$ cat config.mk
export PLATFORM = sky130hd
export DESIGN_NAME = updown_reload_timer
export DESIGN_NICKNAME = d
export VERILOG_FILES = /design/src/rtl/tmr_pkg.sv /design/src/rtl/tmr_sync_edge.sv /design/src/rtl/tmr_count_core.sv /design/src/rtl/tmr_pwm.sv /design/src/rtl/updown_reload_timer.sv
export SDC_FILE = /design/constraint.sdc
export NUM_CORES = 1
export LEC_CHECK = 0
export BUFFER_PORTS_ARGS = -buffer_cell sky130_fd_sc_hd__clkbuf_2
export CORE_AREA = 2 2 112 114
export DETAILED_ROUTE_END_ITERATION = 16
export DIE_AREA = 0 0 114 116
export SETUP_SLACK_MARGIN = 0.3
export SLEW_MARGIN = 20
export SYNTH_ARGS = -nofsm -noshare
export SYNTH_HDL_FRONTEND = slang
export SYNTH_HIERARCHICAL = 1
export SYNTH_SLANG_ARGS = --single-unit
$ cat constraint.sdc
create_clock -name clk -period 3.1 [get_ports clk]
set_input_delay 0.155 -clock clk [delete_from_list [all_inputs] [get_ports clk]]
set_output_delay 0.155 -clock clk [all_outputs]
set_load 0.005 [all_outputs]
$ cat src/rtl/tmr_pkg.sv
package tmr_pkg;
  typedef struct packed {
    logic gate_en;
    logic ext_src;
    logic down;
    logic run;
  } tmr_ctrl_t;

  localparam logic [1:0] ADDR_CTRL   = 2'd0;
  localparam logic [1:0] ADDR_RELOAD = 2'd1;
  localparam logic [1:0] ADDR_CMP    = 2'd2;
  localparam logic [1:0] ADDR_COUNT  = 2'd3;
  localparam int         CLR_BIT     = 4;
endpackage

$ cat src/rtl/tmr_sync_edge.sv
module tmr_sync_edge #(
  parameter int STAGES = 2
) (
  input  logic clk,
  input  logic rst_n,
  input  logic din,
  output logic level,
  output logic rise
);
  logic [STAGES-1:0] sh;
  logic              prev;

  generate
    for (genvar i = 0; i < STAGES; i++) begin : g_stage
      if (i == 0) begin : g_first
        always_ff @(posedge clk or negedge rst_n)
          if (!rst_n) sh[0] <= 1'b0;
          else        sh[0] <= din;
      end else begin : g_next
        always_ff @(posedge clk or negedge rst_n)
          if (!rst_n) sh[i] <= 1'b0;
          else        sh[i] <= sh[i-1];
      end
    end
  endgenerate

  always_ff @(posedge clk or negedge rst_n)
    if (!rst_n) prev <= 1'b0;
    else        prev <= sh[STAGES-1];

  assign level = sh[STAGES-1];
  assign rise  = sh[STAGES-1] & ~prev;


  single_rise_chk: assert property (@(posedge clk) disable iff (!rst_n)
    rise |=> !rise);
endmodule

$ cat src/rtl/tmr_count_core.sv
module tmr_count_core #(
  parameter int WIDTH = 16
) (
  input  logic             clk,
  input  logic             rst_n,
  input  logic             step,
  input  logic             down,
  input  logic             load,
  input  logic [WIDTH-1:0] load_val,
  input  logic [WIDTH-1:0] reload,
  input  logic             irq_clr,
  output logic [WIDTH-1:0] cnt,
  output logic             wrap,
  output logic             irq
);
  localparam logic [WIDTH-1:0] TOP = {WIDTH{1'b1}};

  logic terminal;
  assign terminal = down ? (cnt == '0) : (cnt == TOP);
  assign wrap     = step & terminal;

  always_ff @(posedge clk or negedge rst_n)
    if (!rst_n)      cnt <= '0;
    else if (load)   cnt <= load_val;
    else if (wrap)   cnt <= reload;
    else if (step)   cnt <= down ? cnt - 1'b1 : cnt + 1'b1;

  always_ff @(posedge clk or negedge rst_n)
    if (!rst_n)       irq <= 1'b0;
    else if (wrap)    irq <= 1'b1;
    else if (irq_clr) irq <= 1'b0;


  reload_on_wrap_chk: assert property (@(posedge clk) disable iff (!rst_n)
    (wrap && !load) |=> (cnt == $past(reload)));

  irq_set_chk: assert property (@(posedge clk) disable iff (!rst_n)
    wrap |=> irq);

  down_step_chk: assert property (@(posedge clk) disable iff (!rst_n)
    (step && down && !wrap && !load) |=> (cnt == $past(cnt) - 1'b1));
endmodule

$ cat src/rtl/tmr_pwm.sv
module tmr_pwm #(
  parameter int WIDTH = 16
) (
  input  logic             clk,
  input  logic             rst_n,
  input  logic [WIDTH-1:0] cnt,
  input  logic [WIDTH-1:0] cmp_reg,
  input  logic             wrap,
  output logic             pwm
);
  logic [WIDTH-1:0] cmp_act;

  always_ff @(posedge clk or negedge rst_n)
    if (!rst_n)    cmp_act <= '0;
    else if (wrap) cmp_act <= cmp_reg;

  assign pwm = cnt < cmp_act;


  cmp_handover_chk: assert property (@(posedge clk) disable iff (!rst_n)
    wrap |=> (cmp_act == $past(cmp_reg)));

  cmp_hold_chk: assert property (@(posedge clk) disable iff (!rst_n)
    !wrap |=> $stable(cmp_act));
endmodule

$ cat src/rtl/updown_reload_timer.sv
module updown_reload_timer
  import tmr_pkg::*;
#(
  parameter int WIDTH = 16
) (
  input  logic             clk,
  input  logic             rst_n,
  input  logic             wr_en,
  input  logic [1:0]       wr_addr,
  input  logic [WIDTH-1:0] wr_data,
  input  logic [1:0]       rd_addr,
  output logic [WIDTH-1:0] rd_data,
  input  logic             ext_evt,
  input  logic             gate_in,
  output logic             irq,
  output logic             ovf_tick,
  output logic             pwm_out
);
  localparam int CTRL_W = $bits(tmr_ctrl_t);

  tmr_ctrl_t        ctrl;
  logic [WIDTH-1:0] reload_q, cmp_q, cnt;
  logic             evt_rise, gate_lvl, evt_lvl_unused, gate_rise_unused;
  logic             step, wrap, wr_ctrl, wr_cnt, irq_clr;

  assign wr_ctrl = wr_en && (wr_addr == ADDR_CTRL);
  assign wr_cnt  = wr_en && (wr_addr == ADDR_COUNT);
  assign irq_clr = wr_ctrl && wr_data[CLR_BIT];

  always_ff @(posedge clk or negedge rst_n)
    if (!rst_n) begin
      ctrl     <= '0;
      reload_q <= '0;
      cmp_q    <= '0;
    end else if (wr_en) begin
      case (wr_addr)
        ADDR_CTRL:   ctrl     <= tmr_ctrl_t'(wr_data[CTRL_W-1:0]);
        ADDR_RELOAD: reload_q <= wr_data;
        ADDR_CMP:    cmp_q    <= wr_data;
        default:     ;
      endcase
    end

  tmr_sync_edge #(.STAGES(2)) u_evt_sync (
    .clk(clk), .rst_n(rst_n), .din(ext_evt),
    .level(evt_lvl_unused), .rise(evt_rise));

  tmr_sync_edge #(.STAGES(2)) u_gate_sync (
    .clk(clk), .rst_n(rst_n), .din(gate_in),
    .level(gate_lvl), .rise(gate_rise_unused));

  assign step = ctrl.run
              && (ctrl.ext_src ? evt_rise : 1'b1)
              && (ctrl.gate_en ? gate_lvl : 1'b1);

  tmr_count_core #(.WIDTH(WIDTH)) u_core (
    .clk(clk), .rst_n(rst_n), .step(step), .down(ctrl.down),
    .load(wr_cnt), .load_val(wr_data), .reload(reload_q),
    .irq_clr(irq_clr), .cnt(cnt), .wrap(wrap), .irq(irq));

  tmr_pwm #(.WIDTH(WIDTH)) u_pwm (
    .clk(clk), .rst_n(rst_n), .cnt(cnt), .cmp_reg(cmp_q),
    .wrap(wrap), .pwm(pwm_out));

  assign ovf_tick = wrap;

  always_comb begin
    rd_data = '0;
    case (rd_addr)
      ADDR_CTRL:   rd_data[CTRL_W:0] = {irq, ctrl};
      ADDR_RELOAD: rd_data = reload_q;
      ADDR_CMP:    rd_data = cmp_q;
      default:     rd_data = cnt;
    endcase
  end


  run_hold_chk: assert property (@(posedge clk) disable iff (!rst_n)
    (!ctrl.run && !wr_cnt) |=> $stable(cnt));

  tick_needs_run_chk: assert property (@(posedge clk) disable iff (!rst_n)
    ovf_tick |-> ctrl.run);
endmodule

After elaboration in Yosys (flattened, before gate mapping). Index checks and enable logic that the tools add are counted. W data, S select, Z words.

Bits in registers: 74. Word-level logic and storage cells: 50. Output and inout port bits: 19. Bits of input ports: 25.

$add $sub $neg: 2. Muxes and demuxes: 11. $lt $le $gt $ge: 1. Reduce and logical (&&, ||, !) cells: 13. Bitwise logic cells: 3. Equality and inequality tests: 6.

Operators with widths (number): $mux W16 (4); $pmux W11 S3 (1); $add A16 B1 Y16 const B (1); $eq A16 B16 Y1 const B (1); $logic_not A16 Y1 (1); $lt A16 B16 Y1 (1); $sub A16 B1 Y16 const B (1); $pmux W5 S3 (1); $eq A2 B2 Y1 const B (3); $reduce_and A2 Y1 (3); $logic_and A1 B1 Y1 (5); $mux W1 (5); $eq A2 B1 Y1 const B (2); $logic_not A2 Y1 (2); $reduce_bool A3 Y1 (1); $and A1 B1 Y1 (2); $reduce_bool A2 Y1 (1); $not A1 Y1 (1).

Depth between registers and ports, before layout. Gate-level depths: netlist (run 1).

Word-level depth: 8. Gate-level depth with buffers: 9. Depth with buffers taken out: 8.

By module. Netlist (run 1), hierarchy kept.

By module, submodules not included: updown_reload_timer (cells each 115, area each 1876.8 sq um, instances 1, sequential area each 900.9 sq um); tmr_count_core (cells each 221, area each 1801.7 sq um, instances 1, sequential area each 425.4 sq um); tmr_pwm (cells each 102, area each 929.6 sq um, instances 1, sequential area each 400.4 sq um); tmr_sync_edge (cells each 4, area each 88.8 sq um, instances 2, sequential area each 75.1 sq um).

Worst setup path after synthesis (run 1). No wires, ideal clock.

Path kind: register -> register. Start point: register ctrl[1] (netlist name). End point: register u_core.cnt[14]. Cell stages (with the launch flop): 8. Clock period less this slack: 2.341 ns. Library setup time: 0.127 ns. Setup slack: 0.759 ns. Data arrival time: 2.213 ns. Required time: 2.973 ns. Path buffers: 0. Path through: dfrtp_1 > ha_1 > a21o_1 > a221oi_2 > nor2_1 > o31ai_2 > mux2i_1 > nand3_1.

Longest elaborated chain between the ends: 4. Elaborated cells on any way between the ends: 7. Those cells by class: mux: 5; bitwise: 1; reduce/logical: 1.

RTL lines: from (decl) (line updown_reload_timer.sv:21) `tmr_ctrl_t ctrl;`; from (signal assigned) (line updown_reload_timer.sv:37) `ADDR_CTRL: ctrl <= tmr_ctrl_t'(wr_data[CTRL_W-1:0]);`; $mux W16 / $mux W1 (equally long branches) (line tmr_count_core.sv:26, tmr_count_core.sv:19); $mux W16 / $and A1 B1 Y1 (equally long branches) (line tmr_count_core.sv:26, tmr_count_core.sv:20); $mux W16 (line tmr_count_core.sv:25) `else if (wrap) cnt <= reload;`; $mux W16 (line tmr_count_core.sv:24) `else if (load) cnt <= load_val;`; to (signal assigned) (line tmr_count_core.sv:24); to (signal assigned) (line tmr_count_core.sv:25); to (signal assigned) (line tmr_count_core.sv:26) `else if (step) cnt <= down ? cnt - 1'b1 : cnt + 1'b1;`; to (decl) (line tmr_count_core.sv:12) `output logic [WIDTH-1:0] cnt,`.

Parallel ways exist; a longest one is shown, timed or not. The select of a mux whose other input is x is not followed. A chain may end at the register's enable or synchronous reset.

Final worst setup path (run 1).
Start point: register ctrl[1] (netlist name). End point: output ovf_tick.

Longest elaborated chain between the ends: 2.

RTL lines: $mux W1 (line tmr_count_core.sv:19) `assign terminal = down ? (cnt == '0) : (cnt == TOP);`; $and A1 B1 Y1 (line tmr_count_core.sv:20) `assign wrap = step & terminal;`; to (decl) (line updown_reload_timer.sv:16) `output logic ovf_tick,`.

No other way between the ends.

==> impl_results.md, run 1 <==
- Worst Path Arrival: about 2.5 ns
- P_int: between 2 and 3 mW
- Fillers: about 1,100
- Syn. warnings: 6
- Initial antenna violation count: 0
- Detail Route Antenna Nets: 0
- CP startpoint kind: register
- LEAKAGE: around 2.5 nW
- Post-DR wirelength/cell: about 19 µm
- Multi-input logic area: between 0.002 and 0.003 mm²
- I/O pins: 44
- Clk slew on worst S/H paths: about 0.06 ns
- Pwr per Cell Area: 871.0 mW/mm²
- Detailed-router iteration count before antenna repair: 4
- Critical path class: reg2out
- WHS: -0.05097 ns
- Clock Power Share: 25.7%
- Cts bufs inserted: 9
- Dpl cells: 618
- Row cnt: 40
- Tightest Pin Transition: around 0.94 ns
- CTS tree: built
- Buf+Inv Stages, Crit Path: 2
- Final antenna diode count: 0
- Slew margin rel.: approximately 37%
- Net switching power: approximately 1.8 mW
- Setup TNS Final: 0 ns
- Max FO, Critical Path: 20
- Most used cell, CP: nor3_1
- Fmax: approximately 0.38 GHz
- Sink Count: between 70 and 80
- HP Class: in2async
- Clk Latency, worst-skew pair: around 0.34 ns
- H-tree Lvls: 3
- CP required: between 2 and 3 ns
- Area Growth Syn to Fin: 14.31%
- Initial Utilization: between 30% and 40%
- Post-synthesis instance total: 444
- Die Y: 116 µm
- Logic pwr share: 42.9%
- Syn_nets: about 500
- Violated checks: hold timing
- Via density: slightly below 6
- Global route overflow: 0
- Vias: between 3,000 and 4,000
- Sw frac: between 30% and 40%
- # nets final: 539
- Largest net degree at the start of global routing: 75
- Mapped Area: approximately 0.0047 mm²
- Tmin final: between 2 and 3 ns
- Clock buffer depth: 2
- Routability cong.: 0.8824
- Reg area: around 0.0019 mm²
- RSZ-0062 raised after global routing: false
- Outcome: finished, violations left
- Fin crit share: between 80 and 90%
- Layout cells sized above 1: between 20% and 30%
- Hold Vio Cnt, Final: between 60 and 70
- Vias in the first global route: 3,770
- Design Area, Final: 0.005426 mm²
- Overall Power: about 4.7 mW
- Max-cap violations: 0
- GR Util All Layers: 19.19%
- Synthesized area per cell: about 11 µm²
- Final Skew: 0.007179 ns
- IO buf count: 43
- Largest incremental delay on the critical path: 0.55 ns
- Drt drc: 0
- Reg power frac: approximately a third
- Die ar.: 0.01322 mm²
- Post-DP HPWL: 8735 µm
- Routed wire length: 12,000 µm
- CTS root buf: clkbuf_16
- Setup crit end kind: primary output
- Critical path's top delay family: simple AND/OR/NAND/NOR gates
- Core ar.: approximately 0.012 mm²
- Final Slew Violations: 0
- Max stage delay cell, worst path: dfrtp_2
- Crit-path cells: nand4b_1 -> nor3_1 -> inv_1 -> nor3_1 -> a31oi_1 -> nor2b_2 -> clkbuf_2
- Cell Area, Placed: 0.005060 mm²
- Finished Layout Cells: ~640
- Initial DRC Count: ~170
- First-pass GRT wire length: 19,690 µm
- Die X: between 100 and 150 µm
- Peak supply drop: ~420 µV
- Final setup fails: 0
==> metrics by stage <==
step / utilization, % / setup slack (ns)
floorplan: - / 0.7592
global placement: 42.48 / 0.4975
detailed placement: 42.48 / 0.4169
CTS: 45.55 / 0.3368
global route: 45.56 / 0.3399
finish: 45.56 / 0.4702
==> final timing paths <==
path	start	endpoint	slack (ns)	cells past startpoint
setup / recovery	ctrl[1]$_DFFE_PN0P_	ovf_tick	0.47	7
hold / removal	rst_n	cmp_q[10]$_DFFE_PN0P_	-0.05	1
setup reg to reg	ctrl[1]$_DFFE_PN0P_	u_pwm/cmp_act[9]$_DFFE_PN0P_	0.60	8
hold reg to reg	u_evt_sync/sh[0]$_DFF_PN0_	u_evt_sync/level$_DFF_PN0_	0.35	0
max in group asynchronous	rst_n	ctrl[1]$_DFFE_PN0P_	2.46	1
min in group clk	wr_data[0]	u_core/cnt[0]$_DFFE_PN0P_	0.08	3
==> sequential cells by signal, summed over array words and instances (netlist names) <==
signal             count
cmp_q                 16
ctrl                   4
reload_q              16
u_core/cnt            16
u_core/irq             1
u_evt_sync/level       1
u_evt_sync/prev        1
u_evt_sync/sh          1
u_gate_sync/level      1
u_gate_sync/sh         1
u_pwm/cmp_act         16
==> final cells by class <==
type	instances	area share (%)
Clock buffer	12	4.542
Clock inverter	4	1.822
Inverter	21	1.453
Multi-Input combinational cell	329	49.71
Sequential cell	74	34.15
Tap cell	147	3.389
Timing Repair Buffer	49	4.934
==> power groups by stage <==
stage               Combinational, mW  Clock (mW)  Sequential, mW
floorplan                        1.56           0            1.36
global placement                 1.94           0            1.50
detailed placement               2.00           0            1.50
CTS                              2.02        1.24            1.49
global route                     2.27        1.27            1.52
finish                           2.03        1.21            1.49
==> routing by layer <==
metal | up-vias | wire length (µm) | track usage (%) | share of wire [%]
li1 | 1745 | - | - | -
met1 | 1818 | 5452 | 24.89 | 45
met2 | 118 | 5679 | 32.02 | 47
met3 | 23 | 632 | 4.289 | 5.3
met4 | 0 | 235 | 6.260 | 2.0
met5 | - | 0 | 0 | 0
==> layout by cell type, fill, tap and decap left out, types with 3 or more instances in the layout <==
master     count
nor4_1         3
a21oi_1       35
a22o_1        11
xnor2_1        4
and3_1         5
nor2b_1        3
bufinv_16      3
nand3_1        5
nand2_1       29
clkbuf_2      42
mux2i_1        6
ha_1          29
nand2b_1       3
a21o_1         7
mux2_2        28
nor3_1         8
nor3b_1       16
mux4_2         5
nand4_1        7
inv_1         21
buf_4          5
clkbuf_16      9
o21ai_1       11
nor2_1        10
xor2_1         5
mux2_4        20
o211ai_1       3
dfrtp_1       73
o21ai_0       32
or3_1          4
==> timing repair <==
| action | in CTS | in global routing |
|---|---|---|
| hold buffers | 2 | 0 |
| hold endpoints to repair | 2 | 0 |
| setup endpoints to repair | 0 | 13 |
| gates resized for setup | 0 | 1 |
| buffers inserted | 0 | 0 |
No activity file was read; power rests on OpenSTA's default activity.
==> run 2: changes to the inputs <==
- ABC_AREA: unset -> 1
- clock period: 3.1 -> 2.6 ns (I/O delays scaled with it)
==> run 2 against run 1 <==
  * The flow now finishes without violations
  * Sequential power increased by 9%
  * Synthesized area increased by 0.74%
  * Count of clock-buffer cells in the layout unchanged
  * Cell count increased by 38%
  * Sequential cell count unchanged
  * Register-to-register slack got worse by 0.11 ns
  * First-iteration DRC count increased by 81%
  * Global-route usage increased by 2.6 points
  * Clock power increased by 3%
  * Critical path type unchanged
  * Largest cell class unchanged
  * Largest power group unchanged
==> impl_results.md, run 2 <==
- Dpl ws: 0.3740 ns (was 0.4169 ns)
- R2r startpoint: u_core/cnt[1]$_DFFE_PN0P_ (was ctrl[1]$_DFFE_PN0P_)
- Max-cap violations: 0 (unchanged)
- Worst Path Arrival: 2.04 ns (was 2.47 ns)
- # nets final: 780 (was 539)
- Sink Count: 74 (unchanged)
- LEAKAGE: 2.952 nW (was 2.456 nW)
- Routability cong.: 0.9118 (was 0.8824)
- Commonest non-fill, non-tap cell in the layout: nand2_1 (was dfrtp_1)
- Post-synthesis instance total: 672 (was 444)
- Initial antenna violation count: 0 (unchanged)
- GR Util All Layers: 21.80% (was 19.19%)
- Clock buffer depth: 2 (unchanged)
- Post-DP HPWL: 10,410 µm (was 8735 µm)
- Net switching power: 2.183 mW (was 1.780 mW)
- Mapped Area: 0.004782 mm² (was 0.004747 mm²)
- WHS: 0.06503 ns (was -0.05097 ns)
- Slew margin rel.: 35.45% (was 37.19%)
- Fin crit share: 83.35%
- Final Skew: 0.005168 ns (was 0.007179 ns)
- H-tree Lvls: 3 (unchanged)
- Crit-path cells: or2_1 -> nor2_1 -> nand3_1 -> nand2_4 -> nand2_8 -> clkinvlp_4 -> clkbuf_2 (was nand4b_1 -> nor3_1 -> inv_1 -> nor3_1 -> a31oi_1 -> nor2b_2 -> clkbuf_2)
- CP Launch Point: u_core/cnt[1]$_DFFE_PN0P_ (was ctrl[1]$_DFFE_PN0P_)
- Fmax: around 0.46 GHz
- Vias: 4,537 (was 3,704)
- Stages on the worst setup path: 7 (unchanged)
- Logic pwr share: 45.3% (was 42.9%)
- Buf+Inv Stages, Crit Path: 2 (unchanged)
- Final antenna diode count: 0 (unchanged)
- Largest incremental delay on the critical path: 0.46 ns (was 0.55 ns)
- Cts bufs inserted: 9 (unchanged)
- Setup ws final: 0.4328 ns (was 0.4702 ns)
- Highest-count cells in the layout ignoring fill and taps: nand2_1, inv_1, dfrtp_1 (was dfrtp_1, clkbuf_2, a21oi_1)
- Peak supply drop: 529.6 µV (was 423.4 µV)
- Tmin final: 2.167 ns
- Area Growth Syn to Fin: 15.75% (was 14.31%)
- Routed wire length: 13,540 µm (was 12,000 µm)
- Worst Hold Launch: wr_data[3]
- Worst R2R Path Depth: 8 (unchanged)
- Critical path class: reg2out (unchanged)
- Syn. warnings: 6 (unchanged)
- First-pass GRT wire length: 22,400 µm (was 19,690 µm)
- Final Slew Violations: 0 (unchanged)
- Initial Utilization: 40.15% (was 39.85%)
- Hold Vio Cnt, Final: 0 (was 68)
- P_int: 3.086 mW (was 2.947 mW)
- Die ar.: 0.01322 mm² (unchanged)
- Detailed-router iteration count before antenna repair: 5 (was 4)
- Clock Power Share: 23.7% (was 25.7%)
- Pwr per Cell Area: 952.0 mW/mm² (was 871.0 mW/mm²)
- Max FO, Critical Path: 18 (was 20)
- Reg power frac: 31.0% (was 31.5%)
- Row cnt: 40 (unchanged)
- Clk Latency, worst-skew pair: 0.33 ns (was 0.34 ns)
- Clk slew on worst S/H paths: 0.06 ns (about the same)
- HP Class: in2reg (was in2async)
- Die X: 114 µm (unchanged)
- Setup crit end kind: primary output (unchanged)
- Sw frac: 41.43% (was 37.65%)
- I/O pins: 44 (unchanged)
- Max stage delay cell, worst path: dfrtp_1 (was dfrtp_2)
- Hold Path Depth: 3
- Outcome: complete, no violations (was finished, violations left)
- Drt drc: 0 (unchanged)
- Detail Route Antenna Nets: 0 (unchanged)
- IO buf count: 43 (unchanged)
- Setup TNS Final: 0 ns (unchanged)
- Final setup fails: 0 (unchanged)
- Initial DRC Count: 304 (was 168)
- Tightest Pin Transition: 0.9682 ns (was 0.9422 ns)
- RSZ-0062 raised after global routing: false (unchanged)
- Largest net degree at the start of global routing: 75 (unchanged)
- Global route overflow: 0 (unchanged)
- Synthesized area per cell: 7.116 µm² (was 10.69 µm²)
- CP startpoint kind: register (unchanged)
- Syn_nets: 727 (was 499)
- Die Y: 116 µm (unchanged)
- Core ar.: 0.01191 mm² (unchanged)
- Critical path's top delay family: simple AND/OR/NAND/NOR gates (unchanged)
- Post-DR wirelength/cell: 15.43 µm (was 18.87 µm)
- CP required: 2.47 ns (was 2.94 ns)
- Layout cells sized above 1: 11.64% (was 26.99%)
- CTS tree: built (unchanged)
- Vias in the first global route: 4,498 (was 3,770)
- CTS root buf: clkbuf_16 (unchanged)
- Via density: 5.173 (was 5.824)
[run 2: worst register-to-register path: stages, from the launching register on]
cell        delay [ns]
dfrtp_1           0.46
or2_1             0.26
nor2_1            0.14
nand3_1           0.13
nand2_4           0.23
nand2_8           0.16
clkinvlp_4        0.17
buf_4             0.12
mux2_1            0.31
[run 2: routing by layer]
layer | vias to the layer above | GRT usage, % | routed length (µm)
met4 | 0 | 7.398 | 276
met5 | - | 0 | 0
met1 | 2142 | 27.31 | 5882
li1 | 2255 | - | -
met3 | 19 | 3.818 | 576
met2 | 121 | 38.17 | 6801
[run 2: final timing paths]
kind | endpoint | slack, ns
worst max register to register | u_pwm/cmp_act[0]$_DFFE_PN0P_ | 0.49
worst max-delay path | ovf_tick | 0.43
worst min register to register | u_gate_sync/level$_DFF_PN0_ | 0.35
min in group asynchronous | reload_q[12]$_DFFE_PN0P_ | 0.48
max in group asynchronous | cmp_q[0]$_DFFE_PN0P_ | 1.48
worst min-delay path | u_core/cnt[3]$_DFFE_PN0P_ | 0.07
[run 2: cell type report]
cell class,instances,area (µm²)
tap,147,183.9
timing repair buffer,62,367.9
inverter,98,371.6
sequential,74,1852
clock buffer,12,246.5
fill,1241,6376
multi-input combinational,480,2462
clock inverter,4,51.30
[run 2: power by group through the flow]
| stage | clock network (mW) | logic (mW) | registers [mW] |
|---|---|---|---|
| after global routing | 1.33 | 2.74 | 1.67 |
| after global placement | 0 | 2.36 | 1.64 |
| after CTS | 1.27 | 2.39 | 1.63 |
| after detailed placement | 0 | 2.37 | 1.65 |
| final | 1.25 | 2.39 | 1.63 |
| after floorplan | 0 | 1.62 | 1.61 |
[run 2: timing repair]
item | in CTS | in global routing
hold buffers | 3 | 0
buffers inserted | 0 | 4
setup endpoints to repair | 1 | 2
resized for setup | 1 | 1
endpoints found under the hold margin | 48 | 0
[run 2: per-stage QoR]
stage          instance area, µm²  power (mW)  util [%]  instances
2_1_floorplan                4782       3.230         -        672
3_3_place_gp                 5165       3.998     43.36        854
3_5_place_dp                 5165       4.022     43.36        854
4_1_cts                      5497       5.297     46.15        873
5_1_grt                      5535       5.735     46.47        877
6_report                     5535       5.269     46.47        877
